`config.mk`:
```
export PLATFORM = sky130hd
export DESIGN_NAME = wiper_ctrl
export DESIGN_NICKNAME = d
export VERILOG_FILES = /design/src/rtl/wc_pkg.sv /design/src/rtl/wc_sync.sv /design/src/rtl/wc_pin_front.sv /design/src/rtl/wc_store_seq.sv /design/src/rtl/wc_wiper.sv /design/src/rtl/wc_tap_decode.sv /design/src/rtl/wiper_ctrl.sv
export SDC_FILE = /design/constraint.sdc
export NUM_CORES = 1
export LEC_CHECK = 0
export CORE_ASPECT_RATIO = 1.4
export CORE_MARGIN = 8
export CORE_UTILIZATION = 36
export DETAILED_ROUTE_END_ITERATION = 10
export PLACE_DENSITY = 0.86
export SKIP_LAST_GASP = 1
export SLEW_MARGIN = 30
export SYNTH_ARGS = -nofsm -noshare
export SYNTH_HDL_FRONTEND = slang
export SYNTH_HIERARCHICAL = 1
export SYNTH_SLANG_ARGS = --single-unit
```
`constraint.sdc`:
```
create_clock -name clk -period 1.9 [get_ports clk]
set_input_delay 0.38 -clock clk [delete_from_list [all_inputs] [get_ports clk]]
set_output_delay 0.38 -clock clk [all_outputs]
set_load 0.05 [all_outputs]
```
`src/rtl/wc_pkg.sv`:
```
package wc_pkg;
  // Synchronizer depth for the asynchronous pins
  localparam int SYNC_STAGES = 2;

  // Decoded pin events, valid for one clock cycle
  typedef struct packed {
    logic sel_act;    // select pin currently low
    logic sel_rise;   // select released this cycle
    logic step_fall;  // strobe falling edge this cycle
    logic step_hi;    // strobe level is high
    logic dir_up;     // direction level
  } pin_evt_t;
endpackage

```
`src/rtl/wc_sync.sv`:
```
module wc_sync #(
  parameter int WIDTH = 1,
  parameter int STAGES = 2,
  parameter logic [WIDTH-1:0] RST_VAL = '0
) (
  input  logic             clk,
  input  logic             rst_n,
  input  logic [WIDTH-1:0] d_async,
  output logic [WIDTH-1:0] q_sync
);
  logic [WIDTH-1:0] stg [STAGES];

  always_ff @(posedge clk) begin
    if (!rst_n) stg[0] <= RST_VAL;
    else        stg[0] <= d_async;
  end

  for (genvar s = 1; s < STAGES; s++) begin : g_stage
    always_ff @(posedge clk) begin
      if (!rst_n) stg[s] <= RST_VAL;
      else        stg[s] <= stg[s-1];
    end
  end

  assign q_sync = stg[STAGES-1];
endmodule

```
`src/rtl/wc_pin_front.sv`:
```
module wc_pin_front
  import wc_pkg::*;
(
  input  logic     clk,
  input  logic     rst_n,
  input  logic     sel_n_pin,
  input  logic     dir_pin,
  input  logic     step_n_pin,
  output pin_evt_t evt
);
  // bit 2: select, bit 1: direction, bit 0: strobe
  logic [2:0] raw;
  logic [2:0] synced;
  logic       sel_prev;
  logic       step_prev;

  assign raw = {sel_n_pin, dir_pin, step_n_pin};

  wc_sync #(
    .WIDTH  (3),
    .STAGES (SYNC_STAGES),
    .RST_VAL(3'b101)
  ) u_sync (
    .clk    (clk),
    .rst_n  (rst_n),
    .d_async(raw),
    .q_sync (synced)
  );

  always_ff @(posedge clk) begin
    if (!rst_n) begin
      sel_prev  <= 1'b1;
      step_prev <= 1'b1;
    end else begin
      sel_prev  <= synced[2];
      step_prev <= synced[0];
    end
  end

  always_comb begin
    evt.sel_act   = ~synced[2];
    evt.sel_rise  = ~sel_prev & synced[2];
    evt.step_fall = step_prev & ~synced[0];
    evt.step_hi   = synced[0];
    evt.dir_up    = synced[1];
  end
endmodule

```
`src/rtl/wc_store_seq.sv`:
```
module wc_store_seq #(
  parameter int POS_W = 7,
  parameter int STORE_CYCLES = 64,
  parameter int NV_INIT = 0
) (
  input  logic             clk,
  input  logic             rst_n,
  input  logic             por_n,
  input  logic             sel_act,
  input  logic             sel_rise,
  input  logic             step_hi,
  input  logic [POS_W-1:0] pos,
  output logic [POS_W-1:0] nv_word,
  output logic             busy,
  output logic             standby
);
  localparam int CW = $clog2(STORE_CYCLES + 1);
  localparam logic [CW-1:0] LOAD = CW'(STORE_CYCLES);
  localparam logic [CW-1:0] LAST = CW'(1);

  logic [CW-1:0] remain;
  logic          do_store;

  assign busy     = (remain != '0);
  assign do_store = sel_rise & step_hi & ~busy;

  // Modelled non-volatile cell: only the power-on reset clears it
  always_ff @(posedge clk) begin
    if (!por_n)        nv_word <= POS_W'(NV_INIT);
    else if (do_store) nv_word <= pos;
  end

  always_ff @(posedge clk) begin
    if (!rst_n)        remain <= '0;
    else if (do_store) remain <= LOAD;
    else if (busy)     remain <= remain - 1'b1;
  end

  always_ff @(posedge clk) begin
    if (!rst_n)               standby <= 1'b0;
    else if (remain == LAST)  standby <= ~sel_act;
    else if (!busy && sel_act) standby <= 1'b0;
  end
endmodule

```
`src/rtl/wc_wiper.sv`:
```
module wc_wiper #(
  parameter int NUM_TAPS = 100,
  parameter int POS_W = 7
) (
  input  logic             clk,
  input  logic             rst_n,
  input  logic [POS_W-1:0] nv_word,
  input  logic             step_en,
  input  logic             dir_up,
  output logic [POS_W-1:0] pos
);
  localparam logic [POS_W-1:0] TOP = POS_W'(NUM_TAPS - 1);

  always_ff @(posedge clk) begin
    if (!rst_n) begin
      pos <= nv_word;
    end else if (step_en) begin
      if (dir_up) begin
        if (pos != TOP) pos <= pos + 1'b1;
      end else begin
        if (pos != '0) pos <= pos - 1'b1;
      end
    end
  end
endmodule

```
`src/rtl/wc_tap_decode.sv`:
```
module wc_tap_decode #(
  parameter int NUM_TAPS = 100,
  parameter int POS_W = 7
) (
  input  logic [POS_W-1:0]    pos,
  output logic [NUM_TAPS-1:0] tap_sel
);
  for (genvar i = 0; i < NUM_TAPS; i++) begin : g_tap
    assign tap_sel[i] = (pos == POS_W'(i));
  end
endmodule

```
`src/rtl/wiper_ctrl.sv`:
```
module wiper_ctrl
  import wc_pkg::*;
#(
  parameter int NUM_TAPS = 100,
  parameter int STORE_CYCLES = 64,
  parameter int NV_INIT = 0,
  localparam int POS_W = $clog2(NUM_TAPS)
) (
  input  logic                clk,
  input  logic                rst_n,
  input  logic                por_n,
  input  logic                sel_n_pin,
  input  logic                dir_pin,
  input  logic                step_n_pin,
  output logic [NUM_TAPS-1:0] tap_sel,
  output logic [POS_W-1:0]    wiper_pos,
  output logic                busy,
  output logic                standby
);
  pin_evt_t         evt;
  logic [POS_W-1:0] nv_word;
  logic             step_en;

  wc_pin_front u_front (
    .clk       (clk),
    .rst_n     (rst_n),
    .sel_n_pin (sel_n_pin),
    .dir_pin   (dir_pin),
    .step_n_pin(step_n_pin),
    .evt       (evt)
  );

  wc_store_seq #(
    .POS_W       (POS_W),
    .STORE_CYCLES(STORE_CYCLES),
    .NV_INIT     (NV_INIT)
  ) u_store (
    .clk     (clk),
    .rst_n   (rst_n),
    .por_n   (por_n),
    .sel_act (evt.sel_act),
    .sel_rise(evt.sel_rise),
    .step_hi (evt.step_hi),
    .pos     (wiper_pos),
    .nv_word (nv_word),
    .busy    (busy),
    .standby (standby)
  );

  // A select held during a save does not count until the save ends
  assign step_en = evt.step_fall & evt.sel_act & ~busy;

  wc_wiper #(
    .NUM_TAPS(NUM_TAPS),
    .POS_W   (POS_W)
  ) u_wiper (
    .clk    (clk),
    .rst_n  (rst_n),
    .nv_word(nv_word),
    .step_en(step_en),
    .dir_up (evt.dir_up),
    .pos    (wiper_pos)
  );

  wc_tap_decode #(
    .NUM_TAPS(NUM_TAPS),
    .POS_W   (POS_W)
  ) u_decode (
    .pos    (wiper_pos),
    .tap_sel(tap_sel)
  );
endmodule

```
==> results of run 1 <==
## through the flow
| step | utilization | hold slack, ns | instance area, µm² |
|---|---|---|---|
| 2_1_floorplan | - | 0.3863 | 2835 |
| 3_3_place_gp | 0.8926 | 0.3931 | 5270 |
| 3_5_place_dp | 0.8926 | 0.4072 | 5270 |
## cells by family after synthesis
family	after synthesis	synth area share
mux	13	0.06307
xor+xnor	8	0.03182
fa+ha+maj	9	0.05455
simple gates	174	0.3937
flops	30	0.3045
buf+inv	32	0.06931
compound gates	26	0.08296
==> results.ini, run 1 <==
[place]
place_inst=508
dp_hpwl_mm=9.603
place.gp.congestion=0.7953
dpl_worst_slack_ns=-0.1736
port_buffers=114

[run_status]
status=stopped before the end
tool.error=[ERROR DPL-0038] Utilization greater than 100%, impossible to legalize
lastStage=4_1_cts

[logic_synthesis]
syn_area_um2=2202
syn-num-nets=307
synth_flop_cell=dfxtp_1
synth_common_cells=nor2_1, dfxtp_1, nand2_1
synth-edff-count=7
synth.avg_cell_area_um2=7.541
yosysSeqAreaShare=0.3045
yosysWarningCount=6
synthCells=292
yosysTopAreaCell=dfxtp_1
synth-async-reset-ratio=0
synth.area.top_cells=dfxtp_1, nor2_1, edfxtp_1
synth_seq_cells=30
yosysTopAreaCellShare=0.2091
post-synth-top-count-cell=nor2_1
ys_types=45

[clock_tree]
cts_made_buffers=5
clkSinkCount=30
postCtsSetupBuffers=22
cts.path.max_buffers=2
root_buffer=clkbuf_8
ctsHoldBuffers=0
post_cts_resized=107
htree_levels=2

[floorplanning]
die_x_um=82.10
dieHeight_um=108.5
initial_utilization=0.3730
rows=33
boundaryPins=115

==> run 2, diff against run 1 <==
- CORE_ASPECT_RATIO: 1.4 -> default
- CORE_UTILIZATION: 36 -> 35
- PLACE_DENSITY: 0.86 -> default
- PLACE_DENSITY_LB_ADDON: default -> 0.15
- clock period: 1.9 -> 2.5 ns (I/O delays scaled with it)
==> run 2 against run 1 <==
Synthesized cell count did not move. Area after synthesis unchanged. The flow now finishes without violations.
==> results.ini, run 2 <==
[run_status]
status=completed

[setup_path]
ff2ff_path_depth=6
ff2ff_setup_slack_ns=0.33
cp.required_ns=2.00
crit_family=simple AND/OR/NAND/NOR gates
cp-endpoint=tap_sel[74]
timing.rr.start=u_store/remain[2]
rr_endpoint=u_wiper/pos[5]
cp-end-kind=primary output
critPathLaunch=u_wiper/pos[0]
critPathSlowestCell=edfxtp_1
start_kind=flip-flop
cp_num_buf_inv=2
max_stage_delay_ns=0.48
cp.arrival_ns=1.94
cp.depth=4
crit_chain=buf_4 -> nand4bb_1 -> nor2_1 -> buf_12
crit_type=flip-flop to primary output
worstPathMaxFanout=16

[place]
place_inst=477
port_buffers=114
place.gp.congestion=0.8867
dpl_cell_area_um2=4547
dp_hpwl_mm=6.975
dpl_worst_slack_ns=0.2781

[floorplanning]
rows=29
initial_utilization=0.3549
dieHeight_um=95.32
boundaryPins=115
core-area_um2=6205
die_area_um2=9086
die_x_um=95.32

[logic_synthesis]
yosysTopAreaCellShare=0.2091
synth_seq_cells=30
synthCells=292
synth.avg_cell_area_um2=7.541
synth.area.top_cells=dfxtp_1, nor2_1, edfxtp_1
synth_flop_cell=dfxtp_1
yosysWarningCount=6
synth-edff-count=7
syn_area_um2=2202
syn-num-nets=307
yosysSeqAreaShare=0.3045
yosysTopAreaCell=dfxtp_1
synth_common_cells=nor2_1, dfxtp_1, nand2_1
post-synth-top-count-cell=nor2_1
ys_types=45
synth-async-reset-ratio=0

[sta]
fmax_mhz=409.1
final.period_utilization=0.9777
hold_ws_ns=0.4070
worst_pin_slew_ns=0.5245
hold_viol=0
fin_skew_ns=0.002647
finalCriticalPeriod_ns=2.444
relSlewSlack=0.6493
slew_violations=0
finalSetupViolations=0
setup_slack_ns=0.05585
rsz0062_at_grt=yes

[layout]
antenna_cells=0
multiInputGateArea_um2=1489
nNetsFinal=424
layout_common_cells=buf_12, nor2_1, nor2_2
largest_registers=u_store/nv_word (7), u_store/remain (7), u_wiper/pos (7)
fillers=427
area_growth_pct=112.2
layout_commonest_cell=buf_12
seq_area_um2=670.6
stdcell_count=487
stdcell_area_um2=4672
layout-drive-gt1-share=0.4488

[drt]
via_per_inst=5.109
postRouteWirelength_mm=8.622
drcViolationCount=0
routedWlPerCell_um=17.70
final_antenna_net_count=0
vias=2488
dr.pass1.iters=4
drt_iter0_drc=111

[clock_tree]
cts_tree=yes
root_buffer=clkbuf_8
cts_made_buffers=5
clkSinkCount=30
clk_pin_slew_ns=0.06
worstSkewPairLatency_ns=0.28
cts.path.max_buffers=2
htree_levels=2

[pwr]
ir_drop_uv=813.8
p_leak_uw=0.001729
power_density_nw_per_um2=493.6

[global_route]
grt.overflow.total=0
grt_pass1_vias=2426
grt_max_degree=17
antenna_found_initial=0
grt_pass1_wl_mm=13.50
grt_use_total=0.1907

[job]
maxCapViolations=0

[worst_hold_path]
hold_path_class=flip-flop to flip-flop

run 2: logic make-up (layout without fill, tap and decap cells):
kind of cell | Yosys count | count (layout) | synth area share
AND/OR/NAND/NOR | 174 | 174 | 0.3937
buffers and inverters | 32 | 150 | 0.06931
flip-flops | 30 | 30 | 0.3045
AO/OA/AOI/OAI | 26 | 26 | 0.08296
multiplexers | 13 | 13 | 0.06307
adder cells (fa/ha/maj) | 9 | 9 | 0.05455
XOR/XNOR | 8 | 8 | 0.03182
run 2: area by class of cell:
class                   count  area share
well taps                  77     0.02062
repair buffers            133      0.4863
multi-input cells         230      0.3187
flip-flops and latches     30      0.1435
clock buffers               8     0.02357
inverters                   9    0.007231
run 2: routing by layer:
metal | GRT usage | vias to the layer above | wire, µm
met1 | 0.2309 | 1175 | 3558
met3 | 0.04173 | 8 | 752
li1 | - | 1213 | -
met2 | 0.3366 | 92 | 4230
met4 | 0.03901 | 0 | 80
met5 | 0 | - | 0
run 2: worst min-delay path by stage:
stage	start	end	slack (ns)	depth (start not counted)
after global routing	u_front/u_sync/stg[0][2]	u_front/u_sync/stg[1][2]	0.42	1
after detailed placement	u_front/u_sync/stg[0][0]	u_front/u_sync/stg[1][0]	0.39	1
after CTS	u_front/u_sync/stg[0][0]	u_front/u_sync/stg[1][0]	0.41	1
after global placement	u_front/u_sync/stg[0][2]	u_front/u_sync/stg[1][2]	0.39	1
final	u_front/u_sync/stg[0][0]	u_front/u_sync/stg[1][0]	0.41	1
after floorplan	u_front/u_sync/stg[0][0]	u_front/u_sync/stg[1][0]	0.39	1
run 2: power by group:
group	switching, µW	internal [µW]	leakage (µW)
Clock	175	277	0.0000575
Combinational	718	467	0.00141
Sequential	86.4	582	0.000260
Total	979	1330	0.00173
run 2: stage by stage:
stage,power (µW),TNS (ns),utilization
2_1_floorplan,1481,-6.363,-
3_3_place_gp,1812,0,0.7328
3_5_place_dp,1846,0,0.7328
4_1_cts,2317,0,0.7518
5_1_grt,2442,-0.4446,0.7530
6_report,2306,0,0.7530
run 2: timing repair:
item                       CTS  global route
resized for setup            0             0
setup endpoints to repair    8            23
hold buffers                 0             0
setup buffers                1             1
(Power assumes the default switching activity.)
